`config.mk`:
```
export PLATFORM = sky130hd
export DESIGN_NAME = irq_cascade_router
export DESIGN_NICKNAME = d
export VERILOG_FILES = /design/src/rtl/irq_pkg.sv /design/src/rtl/irq_route_xbar.sv /design/src/rtl/irq_pic_core.sv /design/src/rtl/irq_cascade_router.sv
export SDC_FILE = /design/constraint.sdc
export NUM_CORES = 1
export LEC_CHECK = 0
export BUFFER_PORTS_ARGS = -buffer_cell sky130_fd_sc_hd__buf_2
export CELL_PAD_IN_SITES_DETAIL_PLACEMENT = 1
export CELL_PAD_IN_SITES_GLOBAL_PLACEMENT = 2
export CORE_ASPECT_RATIO = 1.2
export CORE_MARGIN = 2
export CORE_UTILIZATION = 25
export CTS_CLUSTER_DIAMETER = 80
export DETAILED_ROUTE_END_ITERATION = 7
export PLACE_DENSITY_LB_ADDON = 0.1
export SLEW_MARGIN = 20
export SYNTH_ARGS = -nofsm -noshare
export SYNTH_HDL_FRONTEND = slang
export SYNTH_SLANG_ARGS = --single-unit
```
`constraint.sdc`:
```
create_clock -name clk -period 3.09 [get_ports clk]
set_input_delay 0.618 -clock clk [delete_from_list [all_inputs] [get_ports clk]]
set_output_delay 0.618 -clock clk [all_outputs]
set_load 0.01 [all_outputs]
```
`src/rtl/irq_pkg.sv`:
```
package irq_pkg;
   localparam int unsigned LVL_N   = 8;
   localparam int unsigned IDX_W   = $clog2(LVL_N);
   localparam int unsigned VEC_W   = 8;
   localparam int unsigned BASE_W  = VEC_W - IDX_W;
   localparam int unsigned LINES_N = 2 * LVL_N;
   localparam int unsigned RT_W    = $clog2(LINES_N);
   localparam int unsigned CFG_AW  = 4;

   localparam logic [CFG_AW-1:0] A_MMASK = 4'd8;
   localparam logic [CFG_AW-1:0] A_SMASK = 4'd9;
   localparam logic [CFG_AW-1:0] A_MBASE = 4'd10;
   localparam logic [CFG_AW-1:0] A_SBASE = 4'd11;

   typedef logic [LVL_N-1:0] lvl_vec_t;

   typedef struct packed {
      logic             hit;
      logic [IDX_W-1:0] idx;
   } pick_t;

   // lowest index set wins: index 0 is highest priority
   function automatic pick_t first_set(lvl_vec_t v);
      pick_t r;
      r = '0;
      for (int i = LVL_N - 1; i >= 0; i--) begin
         if (v[i]) begin
            r.hit = 1'b1;
            r.idx = IDX_W'(i);
         end
      end
      return r;
   endfunction
endpackage

```
`src/rtl/irq_route_xbar.sv`:
```
module irq_route_xbar
   import irq_pkg::*;
#(
   parameter int unsigned NUM_PINS    = 8,
   parameter int unsigned CASCADE_LVL = 2
) (
   input  logic [NUM_PINS-1:0]      pins_i,
   input  logic [NUM_PINS*RT_W-1:0] route_i,
   output logic [LINES_N-1:0]       lines_o
);
   for (genvar k = 0; k < LINES_N; k++) begin : g_line
      if (k == CASCADE_LVL) begin : g_unused
         assign lines_o[k] = 1'b0;
      end else begin : g_or
         logic acc;
         always_comb begin
            acc = 1'b0;
            for (int p = 0; p < NUM_PINS; p++) begin
               if (route_i[p*RT_W +: RT_W] == RT_W'(k)) acc = acc | pins_i[p];
            end
         end
         assign lines_o[k] = acc;
      end
   end
endmodule

```
`src/rtl/irq_pic_core.sv`:
```
module irq_pic_core
   import irq_pkg::*;
#(
   parameter lvl_vec_t LEVEL_BITS = '0
) (
   input  logic             clk,
   input  logic             rst_n,
   input  lvl_vec_t         line_i,
   input  lvl_vec_t         mask_i,
   input  logic             ack_i,
   input  logic             eoi_i,
   output logic             req_o,
   output logic [IDX_W-1:0] top_o,
   output logic             evt_o
);
   lvl_vec_t prev_q, irr_q, isr_q, irr_d, isr_d, rise, evt, take;
   pick_t    pend_p, svc_p;

   assign rise   = line_i & ~prev_q;
   assign pend_p = first_set(irr_q & ~mask_i);
   assign svc_p  = first_set(isr_q);
   assign req_o  = pend_p.hit && (!svc_p.hit || (pend_p.idx < svc_p.idx));
   assign top_o  = pend_p.idx;

   always_comb begin
      take = '0;
      if (ack_i && req_o) take[pend_p.idx] = 1'b1;
   end

   for (genvar b = 0; b < LVL_N; b++) begin : g_bit
      if (LEVEL_BITS[b]) begin : g_level
         assign irr_d[b] = line_i[b];
         assign evt[b]   = 1'b0;
      end else begin : g_edge
         assign irr_d[b] = rise[b] | (irr_q[b] & ~take[b]);
         assign evt[b]   = rise[b] & ~mask_i[b];
      end
   end

   assign evt_o = |evt;

   always_comb begin
      isr_d = isr_q;
      if (eoi_i && svc_p.hit) isr_d[svc_p.idx] = 1'b0;
      isr_d = isr_d | take;
   end

   always_ff @(posedge clk) begin
      if (!rst_n) begin
         prev_q <= '0;
         irr_q  <= '0;
         isr_q  <= '0;
      end else begin
         prev_q <= line_i;
         irr_q  <= irr_d;
         isr_q  <= isr_d;
      end
   end
endmodule

```
`src/rtl/irq_cascade_router.sv`:
```
module irq_cascade_router
   import irq_pkg::*;
#(
   parameter int unsigned NUM_PINS    = 8,
   parameter int unsigned CASCADE_LVL = 2,
   parameter logic [7:0]  MBASE_RST   = 8'h08,
   parameter logic [7:0]  SBASE_RST   = 8'h70
) (
   input  logic                clk,
   input  logic                rst_n,
   input  logic [NUM_PINS-1:0] ext_irq,
   input  logic                cfg_we,
   input  logic [3:0]          cfg_addr,
   input  logic [7:0]          cfg_wdata,
   input  logic                inta,
   input  logic                eoi_valid,
   input  logic                eoi_slave,
   output logic                int_req,
   output logic                vec_valid,
   output logic [7:0]          vec_out,
   output logic                wake
);
   localparam lvl_vec_t CASC_BIT = lvl_vec_t'(1) << CASCADE_LVL;

   if (NUM_PINS < 1 || NUM_PINS > LVL_N) begin : g_bad_pins
      $error("NUM_PINS must lie in 1..%0d", LVL_N);
   end
   if (CASCADE_LVL >= LVL_N) begin : g_bad_casc
      $error("CASCADE_LVL out of range");
   end

   logic [NUM_PINS*RT_W-1:0] route_q;
   lvl_vec_t                 m_mask, s_mask;
   logic [BASE_W-1:0]        m_base_q, s_base_q;
   logic [LINES_N-1:0]       lines;
   lvl_vec_t                 m_line, s_line;
   logic                     m_req, s_req, m_evt, s_evt, s_ack;
   logic [IDX_W-1:0]         m_top, s_top;

   always_ff @(posedge clk) begin
      if (!rst_n) begin
         for (int p = 0; p < NUM_PINS; p++) route_q[p*RT_W +: RT_W] <= RT_W'(CASCADE_LVL);
         m_mask   <= '0;
         s_mask   <= '0;
         m_base_q <= MBASE_RST[VEC_W-1:IDX_W];
         s_base_q <= SBASE_RST[VEC_W-1:IDX_W];
      end else if (cfg_we) begin
         for (int p = 0; p < NUM_PINS; p++) begin
            if (cfg_addr == CFG_AW'(p)) route_q[p*RT_W +: RT_W] <= cfg_wdata[RT_W-1:0];
         end
         if (cfg_addr == A_MMASK) m_mask   <= cfg_wdata;
         if (cfg_addr == A_SMASK) s_mask   <= cfg_wdata;
         if (cfg_addr == A_MBASE) m_base_q <= cfg_wdata[VEC_W-1:IDX_W];
         if (cfg_addr == A_SBASE) s_base_q <= cfg_wdata[VEC_W-1:IDX_W];
      end
   end

   irq_route_xbar #(.NUM_PINS(NUM_PINS), .CASCADE_LVL(CASCADE_LVL)) u_xbar (
      .pins_i  (ext_irq),
      .route_i (route_q),
      .lines_o (lines)
   );

   always_comb begin
      m_line              = lines[LVL_N-1:0];
      m_line[CASCADE_LVL] = s_req;
   end
   assign s_line = lines[LINES_N-1:LVL_N];

   irq_pic_core #(.LEVEL_BITS('0)) u_slave (
      .clk    (clk),
      .rst_n  (rst_n),
      .line_i (s_line),
      .mask_i (s_mask),
      .ack_i  (s_ack),
      .eoi_i  (eoi_valid && eoi_slave),
      .req_o  (s_req),
      .top_o  (s_top),
      .evt_o  (s_evt)
   );

   irq_pic_core #(.LEVEL_BITS(CASC_BIT)) u_master (
      .clk    (clk),
      .rst_n  (rst_n),
      .line_i (m_line),
      .mask_i (m_mask),
      .ack_i  (inta),
      .eoi_i  (eoi_valid && !eoi_slave),
      .req_o  (m_req),
      .top_o  (m_top),
      .evt_o  (m_evt)
   );

   assign s_ack   = inta && m_req && (m_top == IDX_W'(CASCADE_LVL));
   assign int_req = m_req;

   always_ff @(posedge clk) begin
      if (!rst_n) begin
         vec_valid <= 1'b0;
         vec_out   <= '0;
         wake      <= 1'b0;
      end else begin
         vec_valid <= inta;
         wake      <= m_evt | s_evt;
         if (inta) begin
            if (!m_req)     vec_out <= {m_base_q, {IDX_W{1'b1}}};
            else if (s_ack) vec_out <= {s_base_q, (s_req ? s_top : {IDX_W{1'b1}})};
            else            vec_out <= {m_base_q, m_top};
         end
      end
   end
endmodule

```
* Word level (Yosys, flattened, before mapping) *
Index checks and enable logic that the tools add are counted.

word-level totals
  bits in registers = 116
  input port bits = 26
  output and inout bits = 11
  word-level logic and storage cells = 558

cells by class
  order comparisons = 10
  equal/unequal tests = 124
  multiplexer cells = 167
  bitwise logic cells = 195
  reductions and logical operators = 41

operators with widths
  cell                                                               count
  == test 4 bit, second input constant                               68
  == test 4 x 3 -> 1 bit, second input constant                      36
  2-to-1 mux 4 bit                                                   32
  2-to-1 mux 1 bit                                                   124
  bitwise OR 1 bit                                                   121
  bitwise AND 8 bit                                                  6
  2-to-1 mux 8 bit                                                   6
  NOT 8 bit                                                          6
  == test 4 x 2 -> 1 bit, second input constant                      10
  == test 4 x 1 -> 1 bit, second input constant                      9
  logical NOT 4 bit                                                  9
  bitwise AND 1 bit                                                  30
  NOT 1 bit                                                          30
  AND reduction 2 bit                                                12
  < comparator 3 x 4 -> 1 bit, second input constant                 4
  bitwise OR 8 bit                                                   2
  logical AND 1 bit                                                  13
  demux 1 bit (select 3 bit)                                         4
  greater-or-equal comparator 3 x 1 -> 1 bit, second input constant  4
  OR reduction 8 bit                                                 1
  OR reduction 7 bit                                                 1
  < comparator 3 bit                                                 2
  == test 3 x 2 -> 1 bit, second input constant                      1
  logical NOT 1 bit                                                  3
  other kinds (2)                                                    3

* Depth between registers and ports, before layout *
  word-level depth = 20
  mapped depth = 12

* Modules after synthesis *
Synthesis repeated with hierarchy kept, for this count alone.

unflattened totals
  cells, all modules = 802
  area, all modules = 6,471.2 µm²

by module, submodules not included
  module                    instances  cells each  area each (µm²)
  irq_cascade_router        1          329         2,849.0
  irq_pic_core at u_slave   1          148         1,283.7
  irq_pic_core at u_master  1          143         1,222.4
  irq_route_xbar            1          182         1,116.1

* Worst setup path after synthesis *
No wires, ideal clock.

  path type = flip-flop to output port
  start = reg u_master.irr_q[3]
  end = out int_req
  arrival time = 2,137 ps
  required time = 2,472 ps
  path slack = 335 ps
  stages on the path, launching flop included = 10
  cell sequence = dfxtp_1 > nor2b_1 > a21oi_1 > nand3_1 > a31oi_1 > ha_1 > a221oi_1 > o211a_1 > nor2_1 > nor2_1

between the ends
  cells in the longest elaborated chain, start to end = 8

RTL lines
  element                          line                      text
  start: declaration               irq_pic_core.sv:16        lvl_vec_t prev_q, irr_q, isr_q, irr_d, isr_d, rise, evt, take;
  start signal: assignment         irq_pic_core.sv:55        irr_q <= irr_d;
  bitwise AND 8 bit *              irq_pic_core.sv:20        assign pend_p = first_set(irr_q & ~mask_i);
  2-to-1 mux 4 bit * (4 in a row)  irq_pkg.sv:27             if (v[i]) begin
  < comparator 3 bit               irq_pic_core.sv:22        assign req_o = pend_p.hit && (!svc_p.hit || (pend_p.idx < svc_p.idx));
  logical OR 1 bit                 irq_pic_core.sv:22
  logical AND 1 bit *              irq_pic_core.sv:22
  end: declaration                 irq_cascade_router.sv:18  output logic int_req,

Every way passes the cells marked *; elsewhere a longest branch is shown, timed or not.

* Final worst setup path *
  start = reg u_master.isr_q[0]
  end = out int_req

between the ends
  cells in the longest elaborated chain, start to end = 4

RTL lines
  element                                                         line                text
  start: declaration                                              irq_pic_core.sv:16
  start signal: assignment                                        irq_pic_core.sv:56  isr_q <= isr_d;
  2-to-1 mux 4 bit *                                              irq_pkg.sv:27
  < comparator 3 bit / logical NOT 1 bit (equally long branches)  irq_pic_core.sv:22
  logical OR 1 bit *                                              irq_pic_core.sv:22
  logical AND 1 bit *                                             irq_pic_core.sv:22

Marks and branches as above.

==> results_dict.tcl <==
set metrics [dict create \
    drt-initial-drc-count 221 \
    hold_viol_final 0 \
    ys_seq_elements 115 \
    async_flop_share 0 \
    r2r_slack_ns 0.24 \
    status "complete, no violations" \
    hold-path-cell-count 1 \
    crit_path_top_delay_cell "dfxtp_4" \
    htree_levels 4 \
    drc 0 \
    top_layer "met4" \
    timing.slew.headroom 0.515 \
    start_util 0.256 \
    antenna_found_initial 0 \
    path_class "reg -> out" \
    endpoint_kind "primary output" \
    post_drt_wl_per_cell_um 20.2 \
    gr-total-overflow 0 \
    path_cells "nor4_4 > o41ai_2 > ha_1 > a221oi_2 > o211a_1 > nor2_2 > nor2_1 > buf_2" \
    synthFlopType "dfxtp_1" \
    route.met3.wl_um 458 \
    rsz0062_at_grt "yes" \
    powerDensity_nw_per_um2 531 \
    vias 5564 \
    max_cap_viol_count 0 \
    startpoint_type "register" \
    diodes 0 \
    reg2reg_from "u_master.irr_q[5]$_SDFF_PN0_" \
    grt_start_max_net_pins 84 \
    wl_um 22300 \
    hp-start "u_master.prev_q[6]$_SDFF_PN0_" \
    avgSynthCellArea_um2 8.18 \
    core_um2 23200 \
    clock_path_buffers 2 \
    path_max_fanout 5 \
    max_slew.worst_pin.slew_ns 0.727 \
    maxSlewViolCount 0 \
    synth_cells 725 \
    cp_data_required_time_ns 2.47 \
    netlist_area_um2 5930 \
    skew_ns 0.00823 \
    ys_types 54 \
    die-area_um2 25000 \
    max_stage_delay_ns 0.36 \
    drtPass1Iterations 4 \
    fin_ws_ns 0.0800 \
    ir_drop_mv 0.371 \
    nNetsFinal 808 \
    gr-usage-all-layers 0.183 \
    gp_congestion 0.909 \
    rr_endpoint "u_slave.isr_q[5]$_SDFF_PN0_" \
    finalSetupViolCount 0 \
    root_buffer "clkbuf_16" \
    timing.fmax_mhz 332 \
    numCtsBuffers 17 \
    place_ws_ns 0.156 \
    fp.dieW_um 145 \
    area_growth_pct 23.2 \
    grt_pass1_wl_um 34600 \
    cts_tree "built" \
    drive_above_1_share 0.169 \
    postRouteAntennaNets 0 \
    ys_top_cells_by_area "dfxtp_1, mux2i_1, nor2_1" \
    io_buffers 36 \
    finalCritPeriodShare 0.974 \
    arrival_ns 2.39 \
    fin_crit_ns 3.01 \
    yosys_warnings 0 \
    layout_common_cells "dfxtp_1, nor2_1, mux2i_1" \
    met2WireLength_um 11400 \
    detail_route.wirelength.met1_um 9790 \
    synth-seq-area-share 0.388 \
    via_per_inst 5.03 \
    cts_hold_buffers 0 \
    synth_edf_count 0 \
    synth_area_leader_cell "dfxtp_1" \
    crit_family "compound AO/OA/AOI/OAI gates" \
    grt_pass1_vias 5851 \
    reg2reg_depth 12 \
    clk_pin_slew_ns 0.06 \
    power_leakage_nw 2.79 \
    clock_latency_ns 0.42 \
    design_area_um2 7300 \
    final_common_cell "dfxtp_1" \
    cp.buffers_inverters 1 \
    synthesis.nets 755 \
    die_y_um 173 \
    place_area_um2 6580 \
    clock_sinks 115 \
    min-delay-path-class "reg -> reg" \
    min_to "u_master.irr_q[6]$_SDFF_PN0_" \
    yosysTopAreaCellShare 0.388 \
    ios 37 \
    num_rows 61 \
    dp_hpwl_um 17100 \
]
[stage by stage]
stage	util	setup TNS (ns)	instances	hold slack (ns)	power, mW
5_1_grt	0.315	-0.0951	1106	0.465	4.04
4_1_cts	0.312	0	1102	0.447	3.93
6_report	0.315	0	1106	0.447	3.88
2_1_floorplan	-	0	725	0.412	1.73
3_3_place_gp	0.284	0	1068	0.422	1.86
3_5_place_dp	0.284	0	1068	0.449	1.86
[report_power, final]
group          leakage, nW  internal [mW]  total [mW]  switching, mW
registers            0.933           1.51        1.53         0.0215
clock network        0.276           1.28        2.04          0.766
logic                 1.58          0.113       0.306          0.194
[flip-flops by register name, indices dropped and copies added (netlist names)]
name	cells
s_mask	8
m_mask	8
u_slave.isr_q	8
u_slave.prev_q	8
vec_valid	1
u_master.irr_q	8
wake	1
route_q	32
s_base_q	5
u_slave.irr_q	8
m_base_q	5
u_master.prev_q	7
vec_out	8
u_master.isr_q	8
[cell families after synthesis]
| group | share of synthesized area |
|---|---|
| muxes | 0.106 |
| DFF | 0.388 |
| buffers and inverters | 0.0281 |
| adders and majority gates | 0.00844 |
| AOI/OAI and AO/OA | 0.187 |
| and+or+nand+nor | 0.282 |
[cells in the mapped netlist, types with 4 or more instances]
master and instances:
dfxtp_1 115, nor2_1 110, mux2i_1 63, nand2_1 59, o22ai_1 44, nand2b_1 35, a21oi_1 33, nor3_1 32
clkbuf_1 26, o21ai_0 23, nand3_1 19, nand3b_1 19, nor4_1 14, nor2b_1 13, inv_1 11, o21a_1 11
a31oi_1 7, o31ai_1 7, or3b_2 7, a211oi_1 6, buf_1 6, nor3b_1 5, and2_1 4, ha_1 4
or2_2 4
[repair_timing]
action / 4_1_cts / 5_1_grt
setup endpoints to repair: 1 / 1
pin swaps: 3 / 7
cloned: 0 / 0
hold endpoints to repair: 0 / 0
resized for setup: 10 / 9
setup buffers: 2 / 4
[layer usage]
| layer | track usage | up-vias |
|---|---|---|
| li1 | - | 2741 |
| met1 | 0.220 | 2702 |
| met2 | 0.320 | 87 |
| met3 | 0.0310 | 34 |
| met4 | 0.0700 | 0 |
| met5 | 0 | - |
[area by class of cell]
cell class / instances / area [um2]
inverter: 11 / 41.3
fill: 2790 / 15900
tap: 315 / 394
timing repair buffer: 67 / 425
sequential: 115 / 2310
clock buffer: 18 / 429
clock inverter: 14 / 179
multi-input combinational: 566 / 3530
[worst max-delay path by stage]
stage	from	to	slack, ns	cells past startpoint
floorplan	u_master.irr_q[3]$_SDFF_PN0_	int_req	0.33	9
global placement	ext_irq[4]	wake$_SDFF_PN0_	0.15	9
detailed placement	ext_irq[7]	wake$_SDFF_PN0_	0.16	9
CTS	u_master.irr_q[4]$_SDFF_PN0_	int_req	0.006	10
global route	u_master.irr_q[5]$_SDFF_PN0_	int_req	-0.1	10
finish	u_master.isr_q[0]$_SDFF_PN0_	int_req	0.08	8
(Power assumes the default switching activity.)
